`src/rtl/pgdio_pkg.sv`:
```
package pgdio_pkg;

    localparam int PORT_W    = 8;
    localparam int NUM_PORTS = 3;
    localparam int ADDR_W    = 4;

    localparam int OFS_MASTER = 6;
    localparam int OFS_PAGE   = 7;
    localparam int OFS_BANK   = 8;

    typedef enum logic [1:0] {
        PG_LEVEL    = 2'd0,
        PG_POLARITY = 2'd1,
        PG_ENABLE   = 2'd2,
        PG_IDENT    = 2'd3
    } page_e;

    typedef struct packed {
        logic [PORT_W-1:0] pol;
        logic [PORT_W-1:0] en;
        logic [PORT_W-1:0] pend;
    } port_regs_t;

    function automatic logic [PORT_W-1:0] edge_select(
        input logic [PORT_W-1:0] rise,
        input logic [PORT_W-1:0] fall,
        input logic [PORT_W-1:0] pol
    );
        return (pol & rise) | (~pol & fall);
    endfunction

endpackage

```
`src/rtl/pgdio_sync.sv`:
```
module pgdio_sync #(
    parameter int W = 24
) (
    input  logic         clk,
    input  logic         rst,
    input  logic [W-1:0] pin_i,
    output logic [W-1:0] level_o,
    output logic [W-1:0] rise_o,
    output logic [W-1:0] fall_o
);

    // Per pin: two synchronizer stages plus one history stage
    for (genvar b = 0; b < W; b++) begin : g_bit
        logic [2:0] stg;

        always_ff @(posedge clk) begin
            if (rst) stg <= '0;
            else     stg <= {stg[1:0], pin_i[b]};
        end

        assign level_o[b] = stg[1];
        assign rise_o[b]  = stg[1] & ~stg[2];
        assign fall_o[b]  = ~stg[1] & stg[2];
    end

endmodule

```
`src/rtl/pgdio_port.sv`:
```
module pgdio_port
    import pgdio_pkg::*;
(
    input  logic              clk,
    input  logic              rst,
    input  logic              pol_we,
    input  logic              en_we,
    input  logic [PORT_W-1:0] wdata,
    input  logic [PORT_W-1:0] rise_i,
    input  logic [PORT_W-1:0] fall_i,
    output port_regs_t        regs_o
);

    port_regs_t        r;
    logic [PORT_W-1:0] edge_v;
    logic [PORT_W-1:0] clr_v;
    logic [PORT_W-1:0] set_v;
    logic [PORT_W-1:0] pend_n;

    always_comb begin
        edge_v = edge_select(rise_i, fall_i, r.pol);
        set_v  = edge_v & r.en;
        clr_v  = en_we ? ~wdata : '0;
        pend_n = (r.pend | set_v) & ~clr_v;   // clear dominates a same-cycle set
    end

    always_ff @(posedge clk) begin
        if (rst) begin
            r <= '0;
        end else begin
            if (pol_we) r.pol <= wdata;
            if (en_we)  r.en  <= wdata;
            r.pend <= pend_n;
        end
    end

    assign regs_o = r;

    AST_PEND_NEEDS_EN: assert property (@(posedge clk) disable iff (rst)
        (r.pend & ~r.en) == '0);

    AST_CLEAR_WINS: assert property (@(posedge clk) disable iff (rst)
        en_we |=> ((r.pend & ~$past(wdata)) == '0));

    AST_SET_NEEDS_EDGE: assert property (@(posedge clk) disable iff (rst)
        1'b1 |=> ((r.pend & ~$past(r.pend) & ~$past(edge_v & r.en)) == '0));

endmodule

```
`src/rtl/pgdio_regif.sv`:
```
module pgdio_regif
    import pgdio_pkg::*;
#(
    parameter int NPORT = NUM_PORTS
) (
    input  logic                         clk,
    input  logic                         rst,
    input  logic [ADDR_W-1:0]            addr_i,
    input  logic                         rd_i,
    input  logic                         wr_i,
    input  logic [PORT_W-1:0]            wdata_i,
    input  logic [NPORT-1:0][PORT_W-1:0] level_i,
    input  port_regs_t [NPORT-1:0]       regs_i,
    output logic [NPORT-1:0]             pol_we_o,
    output logic [NPORT-1:0]             en_we_o,
    output logic [NPORT-1:0]             master_o,
    output logic [PORT_W-1:0]            rdata_o
);

    localparam int PAGE_LSB = PORT_W - 2;

    page_e page_q;
    logic  page_wr;

    assign page_wr = wr_i && (addr_i == ADDR_W'(OFS_PAGE));

    always_ff @(posedge clk) begin
        if (rst)          page_q <= PG_LEVEL;
        else if (page_wr) page_q <= page_e'(wdata_i[PORT_W-1:PAGE_LSB]);
    end

    for (genvar p = 0; p < NPORT; p++) begin : g_dec
        logic bank_hit;
        assign bank_hit    = (addr_i == ADDR_W'(OFS_BANK + p));
        assign pol_we_o[p] = wr_i && bank_hit && (page_q == PG_POLARITY);
        assign en_we_o[p]  = wr_i && bank_hit && (page_q == PG_ENABLE);
        assign master_o[p] = |regs_i[p].pend;
    end

    always_comb begin
        rdata_o = '0;
        if (rd_i) begin
            if (addr_i == ADDR_W'(OFS_PAGE)) begin
                rdata_o[PORT_W-1:PAGE_LSB] = page_q;
            end else if (addr_i == ADDR_W'(OFS_MASTER)) begin
                rdata_o = PORT_W'(master_o);
            end else begin
                for (int p = 0; p < NPORT; p++) begin
                    if (page_q == PG_LEVEL && addr_i == ADDR_W'(p))
                        rdata_o = level_i[p];
                    if (addr_i == ADDR_W'(OFS_BANK + p)) begin
                        case (page_q)
                            PG_POLARITY: rdata_o = regs_i[p].pol;
                            PG_ENABLE:   rdata_o = regs_i[p].en;
                            PG_IDENT:    rdata_o = regs_i[p].pend;
                            default:     rdata_o = '0;
                        endcase
                    end
                end
            end
        end
    end

    AST_PAGE_LOAD: assert property (@(posedge clk) disable iff (rst)
        page_wr |=> (page_q == $past(wdata_i[PORT_W-1:PAGE_LSB])));

    always_comb begin
        if (!rst && rd_i && addr_i == ADDR_W'(OFS_MASTER))
            AST_MASTER_UPPER_ZERO: assert (rdata_o[PORT_W-1:NPORT] == '0);
    end

endmodule

```
`src/rtl/pgdio_irq_ctl.sv`:
```
module pgdio_irq_ctl
    import pgdio_pkg::*;
#(
    parameter int NPORT = NUM_PORTS
) (
    input  logic                    clk,
    input  logic                    rst,
    input  logic [ADDR_W-1:0]       bus_addr,
    input  logic                    bus_rd,
    input  logic                    bus_wr,
    input  logic [PORT_W-1:0]       bus_wdata,
    output logic [PORT_W-1:0]       bus_rdata,
    input  logic [NPORT*PORT_W-1:0] pins_i,
    output logic                    irq_o
);

    localparam int NPIN = NPORT * PORT_W;

    logic [NPIN-1:0]              level_w;
    logic [NPIN-1:0]              rise_w;
    logic [NPIN-1:0]              fall_w;
    logic [NPORT-1:0][PORT_W-1:0] level_pp;
    port_regs_t [NPORT-1:0]       regs_w;
    logic [NPORT-1:0]             pol_we;
    logic [NPORT-1:0]             en_we;
    logic [NPORT-1:0]             master;
    logic [NPORT-1:0]             en_any;

    pgdio_sync #(.W(NPIN)) u_sync (
        .clk     (clk),
        .rst     (rst),
        .pin_i   (pins_i),
        .level_o (level_w),
        .rise_o  (rise_w),
        .fall_o  (fall_w)
    );

    for (genvar p = 0; p < NPORT; p++) begin : g_port
        assign level_pp[p] = level_w[p*PORT_W +: PORT_W];
        assign en_any[p]   = |regs_w[p].en;

        pgdio_port u_port (
            .clk    (clk),
            .rst    (rst),
            .pol_we (pol_we[p]),
            .en_we  (en_we[p]),
            .wdata  (bus_wdata),
            .rise_i (rise_w[p*PORT_W +: PORT_W]),
            .fall_i (fall_w[p*PORT_W +: PORT_W]),
            .regs_o (regs_w[p])
        );
    end

    pgdio_regif #(.NPORT(NPORT)) u_regif (
        .clk      (clk),
        .rst      (rst),
        .addr_i   (bus_addr),
        .rd_i     (bus_rd),
        .wr_i     (bus_wr),
        .wdata_i  (bus_wdata),
        .level_i  (level_pp),
        .regs_i   (regs_w),
        .pol_we_o (pol_we),
        .en_we_o  (en_we),
        .master_o (master),
        .rdata_o  (bus_rdata)
    );

    assign irq_o = |master;

    AST_IRQ_NEEDS_ENABLE: assert property (@(posedge clk) disable iff (rst)
        (en_any == '0) |-> !irq_o);

endmodule

```
`config.mk`:
```
export PLATFORM = sky130hd
export DESIGN_NAME = pgdio_irq_ctl
export DESIGN_NICKNAME = d
export VERILOG_FILES = /design/src/rtl/pgdio_pkg.sv /design/src/rtl/pgdio_sync.sv /design/src/rtl/pgdio_port.sv /design/src/rtl/pgdio_regif.sv /design/src/rtl/pgdio_irq_ctl.sv
export SDC_FILE = /design/constraint.sdc
export NUM_CORES = 1
export LEC_CHECK = 0
export BUFFER_PORTS_ARGS = -buffer_cell sky130_fd_sc_hd__buf_4
export CORE_ASPECT_RATIO = 1.75
export CORE_MARGIN = 4
export CORE_UTILIZATION = 25
export CTS_CLUSTER_SIZE = 10
export DETAILED_ROUTE_END_ITERATION = 10
export HOLD_SLACK_MARGIN = 0.1
export MAX_ROUTING_LAYER = met4
export PLACE_DENSITY_LB_ADDON = 0.05
export SETUP_SLACK_MARGIN = 0.15
export SKIP_CTS_REPAIR_TIMING = 1
export SYNTH_ARGS = -nofsm -noshare
export SYNTH_HDL_FRONTEND = slang
export SYNTH_SLANG_ARGS = --single-unit
```
`constraint.sdc`:
```
create_clock -name clk -period 2.2 [get_ports clk]
set_input_delay 0.22 -clock clk [delete_from_list [all_inputs] [get_ports clk]]
set_output_delay 0.22 -clock clk [all_outputs]
set_load 0.02 [all_outputs]
```
# --- Word level (Yosys, flattened, before mapping) ---
# Cells that the tools add are included.
totals:
  reg_bits: 146
  output_inout_bits: 9
classes:
  eq_ne: 10
  mux: 16
  bitwise_logic: 121
  n_reduce_logical: 19
ops:
  columns: ["cell", "n"]
  rows:
  - ["$and 8x8->8", 12]
  - ["$mux 8", 11]
  - ["$pmux 8 s3", 3]
  - ["$not 8->8", 7]
  - ["$and 1x1->1", 48]
  - ["$not 1->1", 48]
  - ["$or 8x8->8", 6]
  - ["$reduce_or 24->1", 1]
  - ["$reduce_or 8->1", 3]
  - ["$logic_and 1x1->1", 13]
  - ["$eq 4x4->1 const B", 3]
  - ["$eq 4x3->1 const B", 2]
  - ["$mux 6", 1]
  - ["$eq 2x2->1 const B", 2]
  - ["$eq 4x1->1 const B", 1]
  - ["$eq 4x2->1 const B", 1]
  - ["$logic_not 4->1", 1]
  - ["$eq 2x1->1 const B", 1]
  - ["$logic_not 2->1", 1]
  - ["$mux 2", 1]

# --- Longest topological paths before layout ---
# Gate-level depths: netlist of run 1.
logic_depth:
  word_depth: 11
  ltp_mapped: 7

# --- Cells and area by module ---
# From an unflattened synthesis of run 1, not the netlist that was laid out.
unflattened:
  cells_unflattened: 703
  hier_area_um2: 6722.7
by_module_without_submodules:
  columns: ["mod", "instances", "cells_per_inst", "area_each_um2", "seq_area_each_um2"]
  rows:
  - ["pgdio_port", 3, 100, 1019.7, 480.5]
  - ["pgdio_sync", 1, 224, 2462.4, 1441.4]
  - ["pgdio_regif", 1, 178, 1194.9, 40.0]
  - ["pgdio_irq_ctl", 1, 1, 6.3, 0.0]

# --- Worst setup path before layout of run 1 ---
# Ideal clock, no wire load.
synth_timing:
  path_type: "register -> output"
  from: "register u_regif.page_q[0]"
  to: "output bus_rdata[5]"
  arrival_ps: 1783
  required_time_ps: 1980
  slack_ps: 197
  stages_incl_launch_ff: 7
  cell_sequence: "dfxtp_1 > buf_6 > or4_4 > buf_6 > nor3_1 > o221ai_1 > a31oi_1"
synth_between:
  elab_chain_cells: 11
  elab_cells_between_ends: 19
  cone_classes: "eq/ne: 3; mux: 12; reduce/logical: 4"
synth_lines:
  columns: ["item", "line", "rtl"]
  rows:
  - ["start: declaration", "pgdio_regif.sv:22", "page_e page_q;"]
  - ["start signal: assignment", "pgdio_regif.sv:29", "else if (page_wr) page_q <= page_e'(wdata_i[PORT_W-1:PAGE_LSB]);"]
  - ["branches (longest 7 deep; another with $pmux 8 s3)", null, null]
  - ["$mux 8 (*)", "pgdio_regif.sv:51", "if (addr_i == ADDR_W'(OFS_BANK + p)) begin"]
  - ["$mux 8 (*)", "pgdio_regif.sv:45", "end else if (addr_i == ADDR_W'(OFS_MASTER)) begin"]
  - ["$mux 6 (*)", "pgdio_regif.sv:43", "if (addr_i == ADDR_W'(OFS_PAGE)) begin"]
  - ["$mux 8 (*)", "pgdio_regif.sv:42", "if (rd_i) begin"]
  - ["end: declaration", "pgdio_irq_ctl.sv:12", "output logic [PORT_W-1:0] bus_rdata,"]
# Mark *: on every way between the ends.

# --- Worst setup path after layout of run 1 ---
layout_timing:
  from: "register u_regif.page_q[0]"
  to: "output bus_rdata[7]"
layout_between:
  elab_chain_cells: 11
  elab_cells_between_ends: 19
  cone_classes: "eq/ne: 3; mux: 12; reduce/logical: 4"
layout_lines:
  columns: ["item", "line"]
  rows:
  - ["branches (longest 7 deep; another with $pmux 8 s3)", null]
  - ["$mux 8 (*)", "pgdio_regif.sv:51"]
  - ["$mux 8 (*)", "pgdio_regif.sv:45"]
  - ["$mux 2 (*)", "pgdio_regif.sv:43"]
  - ["$mux 8 (*)", "pgdio_regif.sv:42"]
# Marks and branches as above.

==> impl_metrics.yaml, run 1 <==
run_status:
  status: "finished, violations left"
  violations: "setup timing"
placed_design:
  placed_cells: 1096
  place_hpwl_mm: 17.1
  io_buffers: 48
  place_area_sq_um: 7220
  place_ws_ns: 0.0221
  place_congestion: 0.888
sta:
  rsz0062_at_grt: "yes"
  fin_setup_tns_ns: -1.85
  finClkSkew_ns: 0.00566
  whs_ns: 0.109
  drv_slew: 0
  setup_viol: 7
  timing.final.ws_setup_ns: -0.329
  period_needed_ns: 2.53
  fin_crit_sh_pct: 115
  tightestPinTransition_ns: 0.518
  fmax_mhz: 395
  slew_headroom_pct: 65.5
  hold_viol_final: 0
setup_path:
  crit_cells: 6
  end_kind: "output pin"
  slowest_stage: "dfxtp_4"
  crit_path_cell_trace: "buf_12 -> mux2_1 -> a22oi_1 -> o22ai_1 -> o311a_4 -> buf_6"
  worstSetupPathType: "register to output pin"
  crit_required_ns: 1.98
  r2r_start: "u_regif.page_q[0]"
  reg2regPathDepth: 6
  arrival_ns: 2.31
  regToRegSetupSlack_ns: 0.49
  r2r_end: "g_port[1].u_port.regs_o[14]"
  cp_num_buf_inv: 2
  cpLargestDelayFamily: "compound AO/OA/AOI/OAI gates"
  path_max_fanout: 25
  slowest_delay_ns: 0.38
  start_kind: "register"
layout:
  area_delta_synth_final_pct: 31.9
  multiInputGateArea_sq_um: 3210
  seqCellArea_sq_um: 2930
  finalCoreUtilization_pct: 33.5
  diodes: 0
  nNetsFinal: 870
  fillers: 2640
  drive_above_1_share_pct: 18.8
  fin_area_sq_um: 8290
  finalNonFillerCells: 1152
yosys:
  synth_seq_area_share_pct: 46.5
  async_flop_share_pct: 0
  synth_compound_area_share_pct: 18.2
  syn_area_per_cell_sq_um: 8.50
  ys.flop_type: "dfxtp_1"
  ys_ff_latch: 146
  synth_edf_count: 0
  yosysUniqueCellTypes: 45
  syn_nets: 779
  synth_top_family_by_area: "simple AND/OR/NAND/NOR gates"
  ys_warn_count: 0
  synth_mux_area_share_pct: 6.27
  synth-simple-area-share_pct: 23.8
  synthAdderAreaFrac_pct: 0
  synth_cells: 739
  syn_area_sq_um: 6280
  synthXorXnorAreaFrac_pct: 0
pwr:
  total_power_mw: 6.08
  powerDensity_nw_per_um2: 734
  seq_power_share_pct: 45.0
  leakagePower_nw: 2.87
  peakVddDrop_v: 0.000524
  power.internal_mw: 4.73
  p_sw_share_pct: 22.2
  p_comb_share_pct: 6.7
  power_switching_mw: 1.35
  power.share.clock_pct: 48.3
die:
  num_rows: 76
  start_util_pct: 25.4
  num_io_pins: 49
  dieArea_sq_um: 27800
  die_x_um: 128
  core-area_sq_um: 24700
  die_height_um: 218
worst_hold_path:
  hold_start: "bus_wdata[5]"
  min_path_cells: 3
  holdPathEnd: "g_port[1].u_port.regs_o[21]"
  hold_path.class: "input pin to register"
route:
  wl_per_cell_um: 20.6
  ant_nets: 0
  drtIter0Drc: 317
  drt_pass1_iterations: 7
  routed_wl_mm: 23.7
  vias: 5617
  via_per_inst: 4.88
  drc: 0
clocking:
  clk_latency_ns: 0.44
  cts_tree: "yes"
  cts_sinks: 146
  cts_root_buf: "clkbuf_16"
  clk_pin_slew_ns: 0.06
  cts_buffer_depth: 2
  cts_inserted_buffers: 17
  cts-htree-levels: 4
global_routing:
  grt_pass1_vias: 5407
  grt.total_usage_pct: 17.6
  grt_start_max_net_pins: 61
  antenna_found_initial: 0
  grt_overflow: 0
  grt_pass1_wl_mm: 34.8
job:
  max_cap_violations: 0
kinds of logic after synthesis:
logic type             count (synthesis)
AOI/OAI and AO/OA                    190
buffers and inverters                 78
DFF                                  146
muxes                                 39
and+or+nand+nor                      286
tightest hold or removal path: stages:
cell,delay [ns]
buf_4,0.16
nand2_1,0.07
a21oi_1,0.05
Yosys cell counts, drive strengths merged, types with 2 or more instances:
master	n	area share [%]
a211oi	12	1.4
a21oi	67	5.3
a221oi	22	3.1
a22oi	6	0.72
and3b	2	0.28
buf	14	1.4
clkbuf	34	2.0
dfxtp	146	47
inv	30	1.8
mux2	3	0.54
mux2i	36	5.7
nand2	105	6.3
nand2b	5	0.50
nand3	2	0.16
nand3b	10	1.2
nand4b	2	0.28
nand4bb	2	0.36
nor2	39	2.4
nor2b	73	7.3
nor3	10	0.80
nor3b	22	2.6
nor4	7	0.70
o21ai	60	4.8
o21bai	3	0.36
o221ai	6	0.84
o22ai	6	0.60
or3	2	0.20
layout by cell type, fill, tap and decap left out, drive strengths merged, types with 2 or more instances in the layout:
cell type      n
or3            2
nor2b         73
and3b          2
nand3          2
dfxtp        146
mux2i         36
nor3          10
buf           94
nand2        105
bufinv         3
o221ai         6
nand4bb        2
nand3b        10
nor2          39
inv           30
mux2           3
nor3b         22
dlygate4sd3   25
o21ai         60
nor4           7
a22oi          6
nand2b         5
o22ai          6
clkbuf        24
a221oi        22
a21oi         67
a211oi        12
nand4b         2
o21bai         3
or4            2
power groups by stage:
| stage | registers [mW] | logic, mW | clock network [mW] |
|---|---|---|---|
| floorplan | 2.77 | 0.175 | 0 |
| global placement | 2.80 | 0.358 | 0 |
| detailed placement | 2.80 | 0.360 | 0 |
| CTS | 2.74 | 0.361 | 3.02 |
| global route | 2.74 | 0.443 | 3.13 |
| finish | 2.74 | 0.410 | 2.94 |
cell type report:
class	instances	share of cell area (%)
Multi-Input combinational cell	516	38.7
Sequential cell	146	35.4
Timing Repair Buffer	119	12.8
Clock buffer	24	5.81
Tap cell	312	4.71
Inverter	30	1.36
Clock inverter	5	1.24
state kept, by name (all words and copies together), names as in the netlist:
register	flops
u_sync.g_bit.stg	72
g_port.u_port.regs_o	72
u_regif.page_q	2
layer usage:
layer | part of all wire (%) | GRT usage [%] | vias to the layer above
met4 | 3.7 | 9.07 | 0
met3 | 3.1 | 2.50 | 35
li1 | - | - | 2745
met2 | 52 | 30.2 | 127
met5 | 0 | - | -
met1 | 41 | 19.7 | 2710
how the worst max path moves through the flow:
stage | startpoint | to
2_1_floorplan | u_regif.page_q[0] | bus_rdata[5]
3_3_place_gp | bus_addr[1] | bus_rdata[1]
3_5_place_dp | bus_addr[1] | bus_rdata[1]
4_1_cts | u_regif.page_q[0] | bus_rdata[5]
5_1_grt | u_regif.page_q[0] | bus_rdata[7]
6_report | u_regif.page_q[0] | bus_rdata[7]
Power figures use the tool's default switching activity.
==> run 2: changes to the inputs <==
- CTS_BUF_LIST: not set -> sky130_fd_sc_hd__clkbuf_4
==> run 2 against run 1 <==
- the run still ends with setup timing left
- clock power is 41% lower
- worst setup slack got worse by 0.15 ns
- non-clock buffer count grew 10
- highest routed layer unchanged
- utilization is 0.91 points lower
- critical endpoint unchanged
- via count rose by 1.4%
- hold slack better by 0.0071 ns
- count of clock-buffer cells in the layout shrank 3
==> impl_metrics.yaml, run 2 (synthesized netlist as in run 1, its figures left out) <==
sta:
  slew_headroom_pct: 65.0
  fin_crit_sh_pct: 122
  drv_slew: 0
  hold_viol_final: 0
  fmax_mhz: 374
  rsz0062_at_grt: "yes"
  period_needed_ns: 2.67
  setup_viol: 9
  tightestPinTransition_ns: 0.524
  finClkSkew_ns: 0.0162
  timing.final.ws_setup_ns: -0.475
die:
  die_height_um: 218
  num_io_pins: 49
  dieArea_sq_um: 27800
  die_x_um: 128
  num_rows: 76
  core-area_sq_um: 24700
  start_util_pct: 25.4
clocking:
  cts_inserted_buffers: 17
  cts_sinks: 146
  cts_buffer_depth: 2
  clk_latency_ns: 0.60
  cts_root_buf: "clkbuf_4"
  cts-htree-levels: 4
  cts_tree: "yes"
  clk_pin_slew_ns: 0.11
placed_design:
  place_congestion: 0.888
  io_buffers: 48
  place_hpwl_mm: 17.1
  place_ws_ns: 0.0221
  placed_cells: 1096
setup_path:
  end_kind: "output pin"
  start_kind: "register"
  slowest_stage: "or4_4"
  slowest_delay_ns: 0.57
  crit_cells: 5
  worstSetupEndpoint: "bus_rdata[7]"
  crit_required_ns: 1.98
  worstSetupPathType: "register to output pin"
  path_max_fanout: 5
  regToRegSetupSlack_ns: 0.48
  cpLargestDelayFamily: "simple AND/OR/NAND/NOR gates"
  arrival_ns: 2.45
  reg2regPathDepth: 6
  crit_path_cell_trace: "or4_4 -> or3_1 -> a32o_2 -> o311a_4 -> buf_6"
  cp_num_buf_inv: 1
  r2r_start: "u_regif.page_q[0]"
  r2r_end: "g_port[1].u_port.regs_o[14]"
  crit_start: "u_regif.page_q[0]"
pwr:
  total_power_mw: 4.89
  p_sw_share_pct: 24.4
  power.internal_mw: 3.70
  p_comb_share_pct: 8.7
  powerDensity_nw_per_um2: 606
  power_switching_mw: 1.19
  power.share.clock_pct: 35.4
  peakVddDrop_v: 0.000261
  seq_power_share_pct: 55.9
  leakagePower_nw: 2.78
run_status:
  violations: "setup timing"
  status: "finished, violations left"
global_routing:
  grt_overflow: 0
  grt_pass1_vias: 5389
  antenna_found_initial: 1
  grt_pass1_wl_mm: 34.7
  met2_usage_pct: 30.5
  grt_use_met1_pct: 19.7
  grt_busiest_layer: "met2"
  grt_start_max_net_pins: 61
  grt.total_usage_pct: 17.5
  gr-usage-met3_pct: 3.24
layout:
  final_cell_mix: "dfxtp_1 (142), nand2_1 (103), buf_4 (82), nor2b_1 (73), a21oi_1 (62)"
  final_common_cell: "dfxtp_1"
  area_delta_synth_final_pct: 28.4
  drive_above_1_share_pct: 18.8
  nNetsFinal: 880
  finalNonFillerCells: 1163
route:
  via_per_inst: 4.90
  drc: 0
  drtIter0Drc: 333
  ant_nets: 0
  drt_pass1_iterations: 5
  vias: 5696
  routed_wl_mm: 23.7
  wl_per_cell_um: 20.3
job:
  max_cap_violations: 0
worst_hold_path:
  hold_path.class: "input pin to register"
## run 2: changes by cell type in the layout (fill, tap and decap cells not counted), sizes merged
cell	previous run	this run
dlygate4sd3	25	34
clkbuf	24	21
clkinv	1	4
buf	94	95
diode	0	1
## run 2: power by group through the flow
stage | sequential [mW] | combinational, mW | clock, mW
floorplan | 2.77 | 0.175 | 0
global placement | 2.80 | 0.358 | 0
detailed placement | 2.80 | 0.360 | 0
CTS | 2.74 | 0.361 | 1.83
global route | 2.74 | 0.458 | 1.93
finish | 2.73 | 0.425 | 1.73
## run 2: worst min-delay path by stage
stage	from	endpoint	slack (ns)	cells past startpoint
after floorplan	pins_i[0]	u_sync.g_bit[0].stg[0]	0.35	1
after global placement	u_sync.g_bit[10].stg[0]	u_sync.g_bit[10].stg[1]	0.42	1
after detailed placement	u_sync.g_bit[13].stg[0]	u_sync.g_bit[13].stg[1]	0.42	1
after CTS	pins_i[10]	u_sync.g_bit[10].stg[0]	-0.25	2
after global routing	bus_wr	u_regif.page_q[1]	0.11	4
final	bus_wr	u_regif.page_q[1]	0.12	4
## run 2: cell type report
class | count | area (sq um)
Clock inverter | 8 | 114
Antenna cell | 1 | 2.50
Timing Repair Buffer | 129 | 1150
Fill cell | 2684 | 16700
Clock buffer | 21 | 158
Multi-Input combinational cell | 516 | 3210
Inverter | 30 | 113
Sequential cell | 146 | 2930
Tap cell | 312 | 390
## run 2: worst min-delay path, cell delays in order
cell and delay (ns):
buf_4 0.14, nand3_1 0.15, mux2i_1 0.09, nor2_1 0.07
## run 2: metal layers
layer | vias up | share of wire, % | routed length, um
li1 | 2773 | - | -
met1 | 2763 | 41 | 9630
met2 | 127 | 52 | 12400
met3 | 33 | 3.6 | 849
met4 | 0 | 3.3 | 771
met5 | - | 0 | 0
## run 2: metrics by stage
step	hold WS [ns]	setup TNS, ns	cell area, sq um	util [%]
after floorplan	0.348	0	6280	-
after global placement	0.420	0	7220	29.2
after detailed placement	0.425	0	7220	29.2
after CTS	-0.255	-4.56	7500	30.3
after global routing	0.106	-4.26	8070	32.6
final	0.117	-3.14	8070	32.6
